`src/rtl/mlat_pkg.sv`:
```
package mlat_pkg;

    typedef enum logic [1:0] {
        HOLD_FETCH = 2'b00,
        HOLD_WRITE = 2'b01,
        HOLD_ISSUE = 2'b10,
        HOLD_ALL   = 2'b11
    } hold_mode_e;

    function automatic logic holds_fetch(input logic [1:0] mode);
        return (mode == HOLD_FETCH) || (mode == HOLD_ALL);
    endfunction

    function automatic logic holds_write(input logic [1:0] mode);
        return (mode == HOLD_WRITE) || (mode == HOLD_ALL);
    endfunction

    function automatic logic holds_issue(input logic [1:0] mode);
        return (mode == HOLD_ISSUE) || (mode == HOLD_ALL);
    endfunction

endpackage

```
`src/rtl/mlat_decrypt.sv`:
```
module mlat_decrypt #(
    parameter int NBLK  = 4,
    parameter int BLK_W = 32,
    localparam int LINE_W = NBLK * BLK_W
) (
    input  logic [LINE_W-1:0] cipher,
    input  logic [LINE_W-1:0] pad,
    output logic [LINE_W-1:0] plain
);
    for (genvar k = 0; k < NBLK; k++) begin : g_blk
        assign plain[k*BLK_W +: BLK_W] = cipher[k*BLK_W +: BLK_W] ^ pad[k*BLK_W +: BLK_W];
    end
endmodule

```
`src/rtl/mlat_fifo.sv`:
```
module mlat_fifo #(
    parameter int DEPTH = 8,
    parameter int W     = 8,
    localparam int PTR_W = (DEPTH > 1) ? $clog2(DEPTH) : 1,
    localparam int CNT_W = $clog2(DEPTH + 1)
) (
    input  logic             clk,
    input  logic             rst_n,
    input  logic             push,
    input  logic [W-1:0]     push_data,
    input  logic             pop,
    output logic [W-1:0]     head_data,
    output logic [CNT_W-1:0] count
);
    typedef struct packed {
        logic [PTR_W-1:0] wr;
        logic [PTR_W-1:0] rd;
        logic [CNT_W-1:0] cnt;
    } ptrs_t;

    ptrs_t p_d, p_q;
    logic [W-1:0] mem [DEPTH];

    function automatic logic [PTR_W-1:0] step(input logic [PTR_W-1:0] ptr);
        return (ptr == PTR_W'(DEPTH - 1)) ? '0 : ptr + 1'b1;
    endfunction

    always_comb begin
        p_d = p_q;
        if (push) p_d.wr = step(p_q.wr);
        if (pop)  p_d.rd = step(p_q.rd);
        case ({push, pop})
            2'b10:   p_d.cnt = p_q.cnt + 1'b1;
            2'b01:   p_d.cnt = p_q.cnt - 1'b1;
            default: p_d.cnt = p_q.cnt;
        endcase
    end

    always_ff @(posedge clk or negedge rst_n) begin
        if (!rst_n) p_q <= '0;
        else        p_q <= p_d;
    end

    always_ff @(posedge clk) begin
        if (push) mem[p_q.wr] <= push_data;
    end

    assign head_data = mem[p_q.rd];
    assign count     = p_q.cnt;

    AST_NO_OVERFLOW: assert property (@(posedge clk) disable iff (!rst_n)
        push |-> (p_q.cnt != CNT_W'(DEPTH)));
    AST_NO_UNDERFLOW: assert property (@(posedge clk) disable iff (!rst_n)
        pop |-> (p_q.cnt != '0));
endmodule

```
`src/rtl/mlat_gate.sv`:
```
module mlat_gate
    import mlat_pkg::*;
(
    input  logic [1:0] mode,
    input  logic       busy,
    input  logic       tamper,
    input  logic       fetch_req,
    input  logic       write_req,
    output logic       fetch_grant,
    output logic       write_grant
);
    always_comb begin
        fetch_grant = fetch_req && !tamper && !(busy && holds_fetch(mode));
        write_grant = write_req && !tamper && !(busy && holds_write(mode));
    end
endmodule

```
`src/rtl/mlat_tracker.sv`:
```
module mlat_tracker
    import mlat_pkg::*;
#(
    parameter int ADDR_W = 32,
    parameter int BLK_W  = 32,
    parameter int NBLK   = 4,
    parameter int MAC_W  = 32,
    parameter int TAG_W  = 4,
    parameter int DEPTH  = 8,
    localparam int LINE_W = NBLK * BLK_W,
    localparam int CNT_W  = $clog2(DEPTH + 1)
) (
    input  logic              clk,
    input  logic              rst_n,
    input  logic [1:0]        cfg_mode,
    input  logic              line_valid,
    output logic              line_ready,
    input  logic [ADDR_W-1:0] line_addr,
    input  logic [LINE_W-1:0] line_cipher,
    input  logic [LINE_W-1:0] line_pad,
    input  logic [MAC_W-1:0]  line_mac,
    input  logic              mac_valid,
    input  logic [MAC_W-1:0]  mac_value,
    input  logic              fetch_req,
    output logic              fetch_grant,
    input  logic              write_req,
    output logic              write_grant,
    output logic              dec_valid,
    output logic [TAG_W-1:0]  dec_tag,
    output logic [ADDR_W-1:0] dec_addr,
    output logic [LINE_W-1:0] dec_plain,
    output logic              vfy_valid,
    output logic [TAG_W-1:0]  vfy_tag,
    output logic              pending,
    output logic [TAG_W-1:0]  oldest_tag,
    output logic              tamper_flag,
    output logic [TAG_W-1:0]  tamper_tag,
    output logic [ADDR_W-1:0] tamper_addr
);
    typedef struct packed {
        logic [TAG_W-1:0]  tag;
        logic [ADDR_W-1:0] addr;
        logic [MAC_W-1:0]  mac;
        logic [LINE_W-1:0] cipher;
        logic [LINE_W-1:0] pad;
    } entry_t;
    localparam int ENTRY_W = $bits(entry_t);

    typedef struct packed {
        logic [TAG_W-1:0]  next_tag;
        logic [1:0]        mode;
        logic              tamper;
        logic [TAG_W-1:0]  tamper_tag;
        logic [ADDR_W-1:0] tamper_addr;
        logic              dec_valid;
        logic [TAG_W-1:0]  dec_tag;
        logic [ADDR_W-1:0] dec_addr;
        logic [LINE_W-1:0] dec_plain;
        logic              vfy_valid;
        logic [TAG_W-1:0]  vfy_tag;
    } state_t;

    state_t st_d, st_q;
    entry_t head, incoming;
    logic [ENTRY_W-1:0] head_raw;
    logic [CNT_W-1:0]   cnt;
    logic [LINE_W-1:0]  in_plain, head_plain;
    logic [1:0]         eff_mode;
    logic busy, accept, judge, match, mismatch;

    mlat_decrypt #(.NBLK(NBLK), .BLK_W(BLK_W)) u_dec_in (
        .cipher(line_cipher), .pad(line_pad), .plain(in_plain));
    mlat_decrypt #(.NBLK(NBLK), .BLK_W(BLK_W)) u_dec_head (
        .cipher(head.cipher), .pad(head.pad), .plain(head_plain));

    assign incoming = '{tag: st_q.next_tag, addr: line_addr, mac: line_mac,
                        cipher: line_cipher, pad: line_pad};
    assign head = entry_t'(head_raw);

    mlat_fifo #(.DEPTH(DEPTH), .W(ENTRY_W)) u_queue (
        .clk(clk), .rst_n(rst_n),
        .push(accept), .push_data(incoming),
        .pop(match), .head_data(head_raw), .count(cnt));

    always_comb begin
        busy       = (cnt != '0);
        eff_mode   = busy ? st_q.mode : cfg_mode;
        line_ready = !st_q.tamper && (cnt != CNT_W'(DEPTH));
        accept     = line_valid && line_ready;
        judge      = mac_valid && busy && !st_q.tamper;
        match      = judge && (mac_value == head.mac);
        mismatch   = judge && (mac_value != head.mac);

        st_d           = st_q;
        st_d.dec_valid = 1'b0;
        st_d.vfy_valid = 1'b0;
        if (!busy) st_d.mode = cfg_mode;
        if (accept) st_d.next_tag = st_q.next_tag + 1'b1;
        if (mismatch) begin
            st_d.tamper      = 1'b1;
            st_d.tamper_tag  = head.tag;
            st_d.tamper_addr = head.addr;
        end
        if (match) begin
            st_d.vfy_valid = 1'b1;
            st_d.vfy_tag   = head.tag;
        end
        if (accept && !holds_issue(eff_mode) && !mismatch) begin
            st_d.dec_valid = 1'b1;
            st_d.dec_tag   = st_q.next_tag;
            st_d.dec_addr  = line_addr;
            st_d.dec_plain = in_plain;
        end else if (match && holds_issue(eff_mode)) begin
            st_d.dec_valid = 1'b1;
            st_d.dec_tag   = head.tag;
            st_d.dec_addr  = head.addr;
            st_d.dec_plain = head_plain;
        end
    end

    always_ff @(posedge clk or negedge rst_n) begin
        if (!rst_n) st_q <= '0;
        else        st_q <= st_d;
    end

    mlat_gate u_gate (
        .mode(eff_mode), .busy(busy), .tamper(st_q.tamper),
        .fetch_req(fetch_req), .write_req(write_req),
        .fetch_grant(fetch_grant), .write_grant(write_grant));

    assign pending     = busy;
    assign oldest_tag  = busy ? head.tag : st_q.next_tag;
    assign dec_valid   = st_q.dec_valid;
    assign dec_tag     = st_q.dec_tag;
    assign dec_addr    = st_q.dec_addr;
    assign dec_plain   = st_q.dec_plain;
    assign vfy_valid   = st_q.vfy_valid;
    assign vfy_tag     = st_q.vfy_tag;
    assign tamper_flag = st_q.tamper;
    assign tamper_tag  = st_q.tamper_tag;
    assign tamper_addr = st_q.tamper_addr;

    AST_TAMPER_STICKY: assert property (@(posedge clk) disable iff (!rst_n)
        st_q.tamper |=> st_q.tamper);
    AST_TAMPER_QUIET: assert property (@(posedge clk) disable iff (!rst_n)
        st_q.tamper |-> (!fetch_grant && !write_grant && !line_ready));
    AST_FETCH_HELD: assert property (@(posedge clk) disable iff (!rst_n)
        (busy && holds_fetch(st_q.mode)) |-> !fetch_grant);
    AST_WRITE_HELD: assert property (@(posedge clk) disable iff (!rst_n)
        (busy && holds_write(st_q.mode)) |-> !write_grant);
    AST_ISSUE_AFTER_VFY: assert property (@(posedge clk) disable iff (!rst_n)
        (st_q.dec_valid && holds_issue(st_q.mode)) |-> (st_q.vfy_valid && st_q.dec_tag == st_q.vfy_tag));
    AST_VFY_IS_OLDEST: assert property (@(posedge clk) disable iff (!rst_n)
        st_q.vfy_valid |-> (st_q.vfy_tag == $past(oldest_tag)));
endmodule

```
`config.mk`:
```
export PLATFORM = sky130hd
export DESIGN_NAME = mlat_tracker
export DESIGN_NICKNAME = d
export VERILOG_FILES = /design/src/rtl/mlat_pkg.sv /design/src/rtl/mlat_decrypt.sv /design/src/rtl/mlat_fifo.sv /design/src/rtl/mlat_gate.sv /design/src/rtl/mlat_tracker.sv
export SDC_FILE = /design/constraint.sdc
export NUM_CORES = 2
export LEC_CHECK = 0
export BUFFER_PORTS_ARGS = -buffer_cell sky130_fd_sc_hd__buf_2
export CAP_MARGIN = 5
export CORE_MARGIN = 2
export CORE_UTILIZATION = 55
export CTS_CLUSTER_DIAMETER = 100
export DETAILED_ROUTE_END_ITERATION = 16
export GPL_ROUTABILITY_DRIVEN = 0
export PLACE_DENSITY = 0.73
export SYNTH_ARGS = -nofsm -noshare
export SYNTH_HDL_FRONTEND = slang
export SYNTH_SLANG_ARGS = --single-unit
```
`constraint.sdc`:
```
create_clock -name clk -period 57.6 [get_ports clk]
set_clock_uncertainty 0.05 [all_clocks]
set_input_delay 8.64 -clock clk [delete_from_list [all_inputs] [get_ports clk]]
set_output_delay 8.64 -clock clk [all_outputs]
set_load 0.02 [all_outputs]
```
==> impl_metrics.ini <==
[global_route]
grt_max_degree = 145
grt_pass1_vias = 54961
grt_pass1_wl_um = 362000
antenna_found_initial = 103
overflow = 0
grt_usage_pct = 24.2

[die]
start_util_pct = 55.3
std_cell_rows = 164
dieHeight_um = 452
core_mm2 = 0.199
io_pins = 575
die-area_mm2 = 0.204
fp.dieW_um = 452

[drt]
wl_per_cell_um = 28.2
drt-total-wl_um = 246000
final_antenna_net_count = 0
first_pass_iters = 6
drt-initial-drc-count = 5533
drc = 0
vias_per_cell = 6.12
dr_total_vias = 53512

[cells_and_area]
drive_above_1_share_pct = 29.1
final_nets = 6199
fillers = 13598
area.sequential_mm2 = 0.0834
multiInputGateArea_mm2 = 0.0241
area_growth_pct = 12.5

[worst_setup_path]
cp-start-kind = primary input
cp_slowest_cell = buf_2
crit_required_ns = 48.91
crit_type = primary input to output pin
crit_top_cell = buf_2
path_cells = buf_2 -> nand2b_1 -> a21oi_1 -> buf_2
rr_startpoint = u_queue.p_q[6]
crit_family = buffers and inverters
worstPathArrival_ns = 9.10
path_buf_inv = 2
crit_path_start = fetch_req
worstPathMaxFanout = 1
crit_path_end_kind = output pin
cpPeakStageDelay_ns = 0.19

[sta]
worst_slack_ns = 39.81
slew_violations = 0
setup-tns-final_ns = 0
period_minus_slack_ns = 17.79
setup_viol = 0
maxSlewHeadroom_pct = 17.8
min_period_over_period_pct = 30.9
rsz0062_at_grt = false
worst_slew_pin_slew_ns = 1.23
hold_violations = 0
fmax_mhz = 56.2

[synth]
synth.top_cell.area_share_pct = 70.6
async_reset_ff_share_pct = 7.92
ys.flop_type = edfxtp_1
yosysTopAreaCell = edfxtp_1
netlist_area_mm2 = 0.110
ys_seq_area_share_pct = 75.6
synth_cell_types = 52
synth-edff-count = 2592
avgSynthCellArea_um2 = 20.6
synth.area.top_cells = edfxtp_1 (71%), mux4_2 (13%), dfrtp_1 (5.1%), xor2_1 (1.8%), xnor2_1 (1.5%)
synth_most_common_cell = edfxtp_1
syn_inst = 5340
synth_common_cells = edfxtp_1 (2592), mux4_2 (628), xor2_1 (224), dfrtp_1 (223), buf_4 (213)
ys_ff_latch = 2815
yosysWarnings = 0
syn_nets = 5709

[pwr]
internal-power_mw = 3.54
ir_drop_uv = 28.9
p_sw_mw = 1.06
leakagePower_nw = 39.6
pwr-share-seq_pct = 52.1
swShare_pct = 23.1
total_power_mw = 4.60
clkPwrFrac_pct = 39.5
power_density_mw_per_mm2 = 37.1
power_frac_comb_pct = 8.3

[cts]
post-cts-setup-buffers = 0
clockBufferDepth = 4
cts_hold_buffers = 0
clk_root_buffer_cell = clkbuf_16
worstSkewPairLatency_ns = 0.95
cts_resized = 0
cts.sinks = 2815
cts_tree = yes
h-tree-depth = 5
cts_buffers = 297
clk_pin_slew_ns = 0.06

[worst_hold_path]
hp-start = u_queue.count[3]
hold_class = flop to flop

[placement]
portBuffers = 574
dpl_worst_slack_ns = 39.82
dpl.hpwl_um = 132000

[flow_run]
drv_cap = 0

[run_status]
status = finished clean
-- cells by family (layout without fill, tap and decap cells) --
group,count (synthesis),after routing,share of synthesized area [%]
compound gates,468,468,2.62
other cells,0,36,0
flops,2815,2815,75.6
xor+xnor,415,415,3.30
buf+inv,513,1222,2.60
fa+ha+maj,9,9,0.109
simple gates,342,342,1.44
mux,778,778,14.3
-- state kept, by name, indices dropped and copies added, names as in the netlist, 6 cells and up --
| signal | flops |
|---|---|
| tamper_addr | 32 |
| u_queue.p_q | 6 |
| dec_plain | 128 |
| dec_addr | 32 |
| u_queue.mem | 2592 |
-- routing by layer --
| layer | share of wire [%] | track usage, % | wire length [um] | vias to the layer above |
|---|---|---|---|---|
| met5 | 0.11 | 0 | 261 | - |
| met4 | 3.5 | 9.13 | 8580 | 40 |
| met3 | 6.9 | 4.34 | 17100 | 524 |
| met2 | 51 | 40.3 | 125000 | 2290 |
| met1 | 39 | 32.2 | 95500 | 28221 |
| li1 | - | - | - | 22437 |
-- power by group through the flow --
stage               Sequential, mW  Clock (mW)  Combinational, mW
detailed placement            2.44           0              0.387
finish                        2.40        1.82              0.383
global placement              2.43           0              0.378
floorplan                     2.45           0              0.301
CTS                           2.40        1.85              0.388
global route                  2.41        1.93              0.410
-- per-stage QoR --
| stage | cells | util (%) | hold WS (ns) | area (um^2) |
|---|---|---|---|---|
| final | 8741 | 62.2 | 0.438 | 124000 |
| after detailed placement | 8187 | 57.5 | 0.426 | 115000 |
| after CTS | 8705 | 62.1 | 0.440 | 124000 |
| after global routing | 8738 | 62.2 | 0.462 | 124000 |
| after floorplan | 5340 | - | 0.405 | 110000 |
| after global placement | 8187 | 57.5 | 0.418 | 115000 |
-- worst paths after layout --
path	slack, ns	endpoint	cells after the start
setup / recovery	39.81	fetch_grant	4
hold / removal	0.44	u_queue.count[3]	1
setup reg to reg	50.18	dec_plain[61]	11
hold reg to reg	0.44	u_queue.count[3]	1
max in group asynchronous	47.65	dec_plain[50]	3
min in group asynchronous	7.64	dec_plain[46]	1
-- layout by cell type, fill, tap and decap left out, types with 56 or more instances in the layout --
master	Yosys	routed
nor3_1	77	75
clkbuf_16	0	304
xnor2_1	191	191
a21oi_1	89	89
mux4_2	628	628
a32oi_1	56	56
buf_2	105	573
clkbuf_1	132	91
xor2_1	224	224
buf_4	213	75
nand2_1	173	172
a211oi_1	78	78
mux2i_1	65	65
o21ai_0	178	178
dfrtp_1	223	220
edfxtp_1	2592	2592
-- layout make-up --
class | count | share of cell area, %
Antenna cell | 36 | 0.0727
Clock buffer | 423 | 6.72
Clock inverter | 95 | 0.722
Inverter | 42 | 0.127
Multi-Input combinational cell | 2012 | 19.4
Sequential cell | 2815 | 67.3
Tap cell | 2656 | 2.68
Timing Repair Buffer | 662 | 2.99
(Power assumes the default switching activity.)
